## src/rtl/fac_gate.sv

```systemverilog
module fac_gate #(
  parameter int XLEN       = 64,
  parameter int IDX_W      = 6,
  parameter int CAUSE_W    = 8,
  parameter int CAUSE_IN_W = 16
) (
  input  logic                  clk,
  input  logic                  rst_n,
  input  logic                  hctl_we,
  input  logic [XLEN-1:0]       hctl_wdata,
  input  logic                  sctl_we,
  input  logic [XLEN-1:0]       sctl_wdata,
  input  logic                  pmon_we,
  input  logic [XLEN-1:0]       pmon_wdata,
  input  logic [XLEN-1:0]       mstate,
  input  logic                  hv_exists,
  input  logic                  hv_mode,
  input  logic                  user_mode,
  input  logic                  req_valid,
  input  logic                  req_hchk,
  input  logic [IDX_W-1:0]      req_hbit,
  input  logic [1:0]            req_kind,
  input  logic [IDX_W-1:0]      req_sbit,
  input  logic [CAUSE_IN_W-1:0] req_cause,
  output logic                  req_grant,
  output logic                  exc_hv,
  output logic                  exc_sup,
  output logic [CAUSE_IN_W-1:0] exc_cause,
  output logic [XLEN-1:0]       hctl_q,
  output logic [XLEN-1:0]       sctl_q,
  output logic [XLEN-1:0]       pmon_q
);
  localparam int FLD_HI = XLEN - 1;

  logic h_fault, s_fail, s_fault;

  assign h_fault = req_valid && req_hchk && hv_exists && !hv_mode && !hctl_q[req_hbit];

  always_comb begin
    case (req_kind)
      2'd1:    s_fail = !sctl_q[req_sbit];
      2'd2:    s_fail = !mstate[req_sbit];
      2'd3:    s_fail = user_mode && !pmon_q[req_sbit];
      default: s_fail = 1'b0;
    endcase
  end

  assign s_fault   = req_valid && !h_fault && s_fail;
  assign exc_hv    = h_fault;
  assign exc_sup   = s_fault;
  assign req_grant = req_valid && !h_fault && !s_fault;
  assign exc_cause = h_fault ? req_cause : '0;

  always_ff @(posedge clk) begin
    if (!rst_n) begin
      hctl_q <= '0;
      sctl_q <= '0;
      pmon_q <= '0;
    end else begin
      if (hctl_we) hctl_q <= hctl_wdata;
      if (h_fault) hctl_q[FLD_HI -: CAUSE_W] <= '0;
      if (sctl_we) sctl_q <= sctl_wdata;
      if (s_fault) sctl_q[FLD_HI -: CAUSE_W] <= req_cause[CAUSE_W-1:0];
      if (pmon_we) pmon_q <= pmon_wdata;
    end
  end
endmodule

```

## config.mk

```make
export PLATFORM = sky130hd
export DESIGN_NAME = fac_gate
export DESIGN_NICKNAME = d
export VERILOG_FILES = /design/src/rtl/fac_gate.sv
export SDC_FILE = /design/constraint.sdc
export NUM_CORES = 1
export LEC_CHECK = 0
export BUFFER_PORTS_ARGS = -buffer_cell sky130_fd_sc_hd__buf_2
export CAP_MARGIN = 10
export CORE_AREA = 2 2 197 199
export CTS_BUF_LIST = sky130_fd_sc_hd__clkbuf_4 sky130_fd_sc_hd__clkbuf_8 sky130_fd_sc_hd__clkbuf_16
export DETAILED_ROUTE_END_ITERATION = 10
export DIE_AREA = 0 0 199 201
export HOLD_SLACK_MARGIN = 0.03
export PLACE_DENSITY = 0.64
export SETUP_SLACK_MARGIN = 0.4
export SLEW_MARGIN = 20
export SYNTH_ARGS = -nofsm -noshare
export SYNTH_HDL_FRONTEND = slang
export SYNTH_SLANG_ARGS = --single-unit
```

## constraint.sdc

```tcl
create_clock -name clk -period 2.8 [get_ports clk]
set_input_delay 0.28 -clock clk [delete_from_list [all_inputs] [get_ports clk]]
set_output_delay 0.28 -clock clk [all_outputs]
set_load 0.01 [all_outputs]
```

Word level (Yosys, flattened, before mapping)
Cells that the tools add are included.
- magnitude comparators: 2
- eq/ne operators: 3
- multiplexer cells: 12
- bitwise operators: 1
- reduce and logical (&&, ||, !) cells: 17
- operators by type and width (kind ; count):
    64-bit 2-to-1 mux ; 1
    1-bit binary-select mux with 6-bit select ; 4
    16-bit 2-to-1 mux ; 1
    6-bit by 7-bit < comparator with 1-bit output, second input constant ; 2
    1-bit logical AND ; 8
    8-bit 2-to-1 mux ; 1
    1-bit zero test ; 7
    2-bit equality test, second input constant ; 2
    1-bit 2-to-1 mux ; 4
    1-bit case mux with 3 select lines ; 1
    2-bit by 1-bit equality test with 1-bit output, second input constant ; 1
    2-bit nonzero test ; 1
    2-bit OR reduction ; 1
    1-bit NOT ; 1
- register bits after elaboration: 192
- bits of input ports: 296

Depth between registers and ports, before layout
Gate-level depths: netlist (run 1).
- depth in word-level cells: 9
- mapped depth: 12
- depth with buffers taken out: 7

Worst setup path after synthesis (run 1)
Ideal clock, no wire load.
- path type: input port to output port
- start: in req_hbit[3]
- end: out exc_cause[10]
- data arrival time: 2.454 ns
- required time: 2.520 ns
- path slack: 0.066 ns
- cell stages on the path: 7
- buffers on the path: 2
- cells stage by stage: buf_2 mux4_2 mux4_2 a311o_1 a211oi_4 clkbuf_1 and3_1
- word-level cells in the longest chain between the ends: 5
- RTL lines (element ; line ; RTL):
    from (decl) ; 21 ; input logic [IDX_W-1:0] req_hbit,
    1-bit binary-select mux with 6-bit select ; 37 ; assign h_fault = req_valid && req_hchk && hv_exists && !hv_mode && !hctl_q[req_hbit];
    1-bit 2-to-1 mux (not written as such) ; 37 ;
    1-bit zero test ; 37 ;
    1-bit logical AND ; 37 ;
    16-bit 2-to-1 mux ; 52 ; assign exc_cause = h_fault ? req_cause : '0;
    to (decl) ; 28 ; output logic [CAUSE_IN_W-1:0] exc_cause,
Every way passes these cells. The select of a mux whose other input is x is not followed.

Final worst setup path (run 1)
- start: reg hctl_q[45]
- end: out req_grant
- word-level cells in the longest chain between the ends: 9
- RTL lines (element ; line ; RTL):
    from (decl) ; 29 ; output logic [XLEN-1:0] hctl_q,
    from (signal assigned) ; 60 ; if (hctl_we) hctl_q <= hctl_wdata;
    1-bit binary-select mux with 6-bit select * ; 37 ;
    1-bit 2-to-1 mux (not written as such) * ; 37 ;
    1-bit zero test * ; 37 ;
    1-bit logical AND * ; 37 ;
    1-bit zero test * ; 48, 51 ;
    1-bit logical AND * ; 48, 51 ;
    1-bit logical AND ; 48 ; assign s_fault = req_valid && !h_fault && s_fail;
    1-bit zero test ; 51 ; assign req_grant = req_valid && !h_fault && !s_fault;
    1-bit logical AND * ; 51 ;
    to (decl) ; 25 ; output logic req_grant,
Every way passes the cells marked *; elsewhere a longest branch is shown, timed or not. The select of a mux whose other input is x is not followed.

==> key figures, run 1 <==
Detailed routing
  – Drt first pass iters: 4
  – Via count: 8519
  – Via/cell ratio: 4.52
  – WL final: 38.0 mm
  – ANT nets after route: 0
  – Drc violations: 0
  – WL/cell: 20.2 µm
  – DR iter-0 viols: 504

Hold path
  – Min-Delay Startpoint: hctl_wdata[61]
  – HP Class: in2reg
  – Hold Path End: hctl_q[61]
  – Hold Path Stages: 3

Yosys
  – Synth warn: 0
  – Share of the synthesized area in the top cell type: 0.402
  – Register area share after synthesis: 0.402
  – Post-synth EDFFs: 0
  – FF+latch count, synth: 192
  – Syn Nets: around 1.1k
  – Cell variety after synth: 39
  – Synth Flop Type: dfxtp_1
  – Synth area leaders: dfxtp_1 (40%), mux2i_1 (23%), mux4_2 (16%)
  – Post-Synthesis Cells: slightly above 800
  – Synthesized cell area: 0.00956 mm²
  – Top-count cell post-synth: mux2i_1
  – Asr flop ratio synth: 0
  – Most instantiated cells after synthesis: mux2i_1 (216), dfxtp_1 (192), nor2b_1 (177)
  – Mean Syn Cell Area: 11.6 µm²
  – Leading area contributor after synthesis: dfxtp_1

Timing
  – Setup slack after layout: -337 ps
  – Unrepaired setup endpoints after global routing: true
  – Setup_tns: -5860 ps
  – Final Setup Violations: 19
  – Max Transition Viols Final: 0
  – Worst-Margin Slew: 691 ps
  – Minimum clock period: 3140 ps
  – Fin crit share: 1.12
  – Worst clock skew: 7.89 ps
  – Top achievable clock speed: 0.319 GHz
  – Hold Vio Cnt, Final: 0
  – Slew headroom: 0.539

Place
  – Placed Instance Area: ~0.013 mm²
  – Post-Place Cells: around 1.8k
  – Dpl hpwl: 30.3 mm
  – IO Port Bufs: 506
  – Place WS: -533 ps
  – Placer Congestion: 0.925

Clocking
  – Root Buffer: clkbuf_16
  – H-Tree Depth: 4
  – Clock sinks: ~190
  – Clock-pin slew on the worst setup and hold paths: about 70 ps
  – Clock Path Buffers: 2
  – Cts bufs inserted: 17
  – CTS tree: built
  – Worst skew pair latency: 450 ps

Power
  – VDD IR-drop max: 419 µV
  – PD cells: 507 mW/mm²
  – Leakage: between 6 and 7 nW

Setup path
  – Crit path kind: reg2out
  – Worst flop-to-flop path startpoint: hctl_q[45]
  – Delay-heaviest family, CP: multiplexers
  – Flop-to-flop setup slack: 50 ps
  – Worst setup SP type: register
  – Arrival time at the worst endpoint: 2860 ps
  – Crit end category: output pin
  – Number of buffers and inverters on the critical path: 4
  – CP Data Required Time: 2520 ps
  – Crit path cell chain: mux4_2 -> mux4_2 -> a311o_1 -> a211oi_4 -> buf_6 -> or2b_4 -> buf_6 -> buf_6 -> nor2_4 -> buf_6
  – FF-to-FF path depth: 11
  – Worst-path maximum fanout: 2
  – CP max stage delay: 480 ps
  – CP max-delay cell: mux4_2
  – Critical Path Most Common Cell: buf_6
  – RR Endpoint: sctl_q[62]

Floorplanning
  – Width of the die: 199 µm
  – DIE AREA: 0.0400 mm²
  – Starting Density: 0.251
  – Cell Rows: 72
  – IO Count: about 500
  – Die Ht: 201 µm
  – Placeable Area: 0.0381 mm²

Cells and area
  – Design area: 0.0140 mm²
  – Filler cells: 3830
  – Fraction of layout instances using a drive strength above 1: 0.520
  – NumNets Final: 1647
  – Finished Layout Cells: approximately 1.9k
  – Layout area overhead: 46.0%

Outcome
  – Failing checks: setup timing
  – Outcome: complete, but fails checks

GRT
  – Congestion Overflow GR: 0
  – Largest net degree at the start of global routing: 89
  – Initial antenna violation count: 6
  – Vias in the first global route: 8634
  – First-pass GRT wire length: 55.1 mm
  – GRT Util Overall: 0.188

Job
  – Number of max-cap violations: 0
[state kept, by name, indices dropped and copies added (netlist names)]
signal,flops
sctl_q,64
pmon_q,64
hctl_q,64
[worst register-to-register path, stage by stage (launching register included)]
cell and delay [ps]:
dfxtp_2 350, mux4_2 460, mux4_2 480, a311o_1 320
a211oi_4 190, buf_6 130, or2b_4 140, a211oi_4 50
buf_6 160, buf_6 110, buf_12 130, mux2i_1 110
[repair_timing]
| action | 4_1_cts | 5_1_grt |
|---|---|---|
| pin swaps | 5 | 3 |
| endpoints found under the hold margin | 1 | 0 |
| resized for setup | 34 | 11 |
| buffers inserted | 4 | 0 |
| gates cloned | 1 | 0 |
| setup endpoints to repair | 35 | 35 |
| hold buffers | 1 | 0 |
[cell type report]
cell class | count | area [µm²] | area share
diodes | 1 | 2.50 | 0.000179
clock buffers | 22 | 475 | 0.0341
clock inverters | 10 | 124 | 0.00887
inverters | 4 | 15.0 | 0.00108
multi-input cells | 559 | 5510 | 0.395
flip-flops and latches | 192 | 3860 | 0.276
well taps | 518 | 648 | 0.0464
repair buffers | 577 | 3320 | 0.238
[worst max path at each step]
stage	from	endpoint	slack [ps]	depth (start not counted)
after global routing	hctl_q[39]	req_grant	-440	10
after detailed placement	req_sbit[0]	exc_sup	-530	10
after global placement	req_sbit[0]	exc_sup	-490	10
final	hctl_q[45]	req_grant	-340	10
after CTS	hctl_q[45]	exc_sup	-390	9
after floorplan	req_hbit[0]	exc_cause[10]	140	7
[cells in the final DEF (no fill, tap or decap), drive strengths merged, types with 2 or more instances in the layout]
cell      instances
mux4             67
and3             18
nand2            15
bufinv            2
nand2b            9
nor2             14
mux2i           216
clkinvlp          2
nand3b            2
a211oi            2
a311oi            2
clkbuf           22
dfxtp           192
mux2              2
nor2b           177
clkinv            2
or3               2
o311ai            2
buf             576
o211ai            9
a21oi             4
inv               8
a41oi             2
nand3             3
[routing by layer]
metal | track usage | up-vias | share of wire
met2 | 0.308 | 282 | 0.49
met3 | 0.0452 | 47 | 0.059
met5 | 0 | - | 0.0018
met1 | 0.242 | 4166 | 0.43
met4 | 0.0597 | 10 | 0.022
li1 | - | 4014 | -
[where the power goes]
group	switching [mW]	total, mW	internal, mW	leakage [nW]
Sequential	0.160	3.06	2.90	1.59
Combinational	0.667	1.44	0.768	4.91
Clock	1.18	2.58	1.41	0.292
Total	2.00	7.08	5.08	6.79
[logic make-up after synthesis]
family / synth area share
AND/OR/NAND/NOR: 0.154
AO/OA/AOI/OAI: 0.0240
buffers and inverters: 0.0334
multiplexers: 0.386
flip-flops: 0.402
[metrics by stage]
step	util	total power [mW]	hold WS [ps]
5_1_grt	0.366	7.39	52.5
3_3_place_gp	0.345	4.52	504
3_5_place_dp	0.345	4.53	512
4_1_cts	0.365	7.18	37.5
2_1_floorplan	-	3.82	423
6_report	0.366	7.08	69.5
No activity file was read; power rests on OpenSTA's default activity.
==> inputs of run 2 (changes only) <==
--- a/config.mk
+++ b/config.mk
@@ -7,12 +7,12 @@
 export LEC_CHECK = 0
 export BUFFER_PORTS_ARGS = -buffer_cell sky130_fd_sc_hd__buf_2
 export CAP_MARGIN = 10
-export CORE_AREA = 2 2 197 199
+export CORE_AREA = 5 5 194 196
 export CTS_BUF_LIST = sky130_fd_sc_hd__clkbuf_4 sky130_fd_sc_hd__clkbuf_8 sky130_fd_sc_hd__clkbuf_16
 export DETAILED_ROUTE_END_ITERATION = 10
 export DIE_AREA = 0 0 199 201
 export HOLD_SLACK_MARGIN = 0.03
-export PLACE_DENSITY = 0.64
+export PLACE_DENSITY = 0.52
 export SETUP_SLACK_MARGIN = 0.4
 export SLEW_MARGIN = 20
 export SYNTH_ARGS = -nofsm -noshare
==> run 2 against run 1 <==
Non-clock buffer count decreased by 12. Global-route usage up 0.34 points. The run still ends with setup timing left. Hold slack improved by 0.83 ps. First-iteration DRC count down 25%. Worst setup slack worse by 54 ps. Fmax is 1.7% lower. Highest routed layer unchanged. Sequential cell count did not move. Combinational power hardly changed. Total power decreased by 1.2%. Final area decreased by 1.7%. Die area is the same.
==> key figures, run 2 (same netlist as run 1, synthesis figures left out) <==
Detailed routing
  – DR iter-0 viols: 377 (-25%)
  – Met3 wire len: 2.25 mm (+0.54%)
  – Metal2 WL: 19.5 mm (+5.9%)
  – WL final: 39.6 mm (+4.2%)
  – Drc violations: 0 (unchanged)
  – WL/cell: 21.7 µm (+7.4%)
  – Via/cell ratio: 4.63 (+2.4%)
  – ANT nets after route: 0 (unchanged)
  – Drt first pass iters: 4 (unchanged)
  – Via count: 8459 (-0.70%)
  – Top Layer Used: met5
  – Routed met1 length: 17.1 mm (+4.5%)

Setup path
  – Worst-path maximum fanout: 6 (+4)
  – Worst setup SP type: register
  – Arrival time at the worst endpoint: 2910 ps (+50 ps)
  – CP Data Required Time: 2520 ps (about the same)
  – Crit path kind: reg2out
  – Crit end category: output pin

Place
  – Dpl hpwl: 31.8 mm (+5.3%)
  – Post-Place Cells: 1783 (-3.3%)
  – Placer Congestion: 0.920 (-0.49%)
  – Placed Instance Area: 0.0129 mm² (-1.6%)
  – IO Port Bufs: 506 (unchanged)

Timing
  – Setup_tns: -6660 ps (-803 ps)
  – Slew headroom: 0.554 (+0.0146)
  – Unrepaired setup endpoints after global routing: true
  – Setup slack after layout: -392 ps (-54.4 ps)
  – Worst clock skew: 12.6 ps (+4.69 ps)
  – Hold Vio Cnt, Final: 0 (unchanged)
  – Worst-Margin Slew: 670 ps (-21.9 ps)
  – Final Setup Violations: 24 (+5)
  – Minimum clock period: 3190 ps (+54.4 ps)
  – Top achievable clock speed: 0.313 GHz (-1.7%)
  – Fin crit share: 1.14 (+0.0194)
  – Max Transition Viols Final: 0 (unchanged)

Floorplanning
  – Die Ht: 201 µm (unchanged)
  – Width of the die: 199 µm (unchanged)
  – Starting Density: 0.266 (+0.0153)
  – Cell Rows: 70 (-2.8%)
  – IO Count: 507 (unchanged)
  – Placeable Area: 0.0359 mm² (-5.8%)
  – DIE AREA: 0.0400 mm² (unchanged)

Clocking
  – Clock sinks: 192 (unchanged)
  – Clock-pin slew on the worst setup and hold paths: 80 ps (about the same)
  – H-Tree Depth: 4 (unchanged)
  – Cts bufs inserted: 17 (unchanged)
  – CTS Hold Bufs: 0 (-1)
  – CTS tree: built
  – Worst skew pair latency: 450 ps (about the same)
  – Clock Path Buffers: 2 (unchanged)
  – Root Buffer: clkbuf_16

Power
  – Clock power share: 0.360 (-0.005)
  – Combinational power share: 0.202 (about the same)
  – Sw Ratio: 0.297 (+0.0137)
  – Internal power: 4.92 mW (-3.1%)
  – Leakage: 6.68 nW (-1.6%)
  – Reg power frac: 0.437 (+0.005)
  – PD cells: 510 mW/mm² (+0.48%)
  – VDD IR-drop max: 383 µV (-8.6%)
  – Tot Pwr: 6.99 mW (-1.2%)
  – Switch Pwr: 2.08 mW (+3.5%)

Cells and area
  – Design area: 0.0137 mm² (-1.7%)
  – Most frequent cells in the layout: buf_2 (494), mux2i_1 (216), dfxtp_1 (188)
  – Final Util: 0.382 (+0.0158)
  – Biggest regs: hctl_q: 64 flops, pmon_q: 64 flops, sctl_q: 64 flops
  – Finished Layout Cells: 1826 (-3.0%)
  – Commonest non-fill, non-tap cell in the layout: buf_2
  – NumNets Final: 1635 (-0.73%)
  – Layout area overhead: 43.5%
  – Fraction of layout instances using a drive strength above 1: 0.513 (-0.00648)

GRT
  – GRT Util Overall: 0.191 (+0.00339)
  – Vias in the first global route: 8794 (+1.9%)
  – Initial antenna violation count: 8 (+2)
  – Congestion Overflow GR: 0 (unchanged)
  – First-pass GRT wire length: 57.6 mm (+4.5%)
  – Largest net degree at the start of global routing: 63 (-29%)

Outcome
  – Failing checks: setup timing
  – Outcome: complete, but fails checks

Job
  – Number of max-cap violations: 0 (unchanged)

Hold path
  – HP Class: in2reg
==> run 2: cell count changes in the layout (fill, tap and decap cells not counted), sizes merged <==
cell | before | now
buf | 576 | 564
bufinv | 2 | 1
clkbuf | 22 | 18
clkinvlp | 2 | 4
diode | 1 | 6
dlygate4sd3 | 1 | 0
inv | 8 | 12
==> run 2: metal layers <==
metal | vias to the layer above | GRT usage
li1 | 4008 | -
met1 | 4111 | 0.252
met2 | 298 | 0.320
met3 | 38 | 0.0366
met4 | 4 | 0.0498
met5 | - | 0
==> run 2: layout make-up <==
cell class                 instances  area [µm²]
inverter                           4        15.0
fill                            3643       22200
sequential                       192        3850
clock inverter                    15         168
tap                              468         586
antenna                            6        15.0
multi-input combinational        559        5510
clock buffer                      17         425
timing repair buffer             565        3150
==> run 2: critical path: stages, from the launching register on <==
cell      delay (ps)
dfxtp_2          320
mux4_2           500
mux4_2           490
a311o_1          310
a211oi_4         190
buf_4            160
buf_6            130
and3_4           210
buf_2            140
==> run 2: final timing paths <==
path	cells past startpoint	startpoint	slack (ps)	to
worst max register to register	12	hctl_q[45]	-80	sctl_q[59]
worst max-delay path	8	hctl_q[45]	-390	exc_cause[15]
worst min-delay path	3	hctl_wdata[56]	70	hctl_q[56]
worst min register to register	2	hctl_q[61]	530	hctl_q[61]
==> run 2: what timing repair did <==
| action | CTS | global route |
|---|---|---|
| endpoints found under the setup margin | 35 | 35 |
| setup buffers | 2 | 2 |
| gates cloned | 1 | 0 |
| pin swaps | 3 | 2 |
| gates resized for setup | 12 | 27 |
==> run 2: power groups by stage <==
| stage | combinational, mW | clock, mW | sequential (mW) |
|---|---|---|---|
| after CTS | 1.41 | 2.60 | 3.06 |
| after floorplan | 0.676 | 0 | 3.15 |
| after global routing | 1.53 | 2.70 | 3.08 |
| after detailed placement | 1.39 | 0 | 3.12 |
| after global placement | 1.38 | 0 | 3.12 |
| final | 1.41 | 2.52 | 3.06 |
==> run 2: per-stage QoR <==
stage	hold WS, ps	setup WS [ps]
6_report	70.4	-392
5_1_grt	59.1	-470
4_1_cts	35.9	-463
3_5_place_dp	516	-448
3_3_place_gp	510	-439
2_1_floorplan	423	140
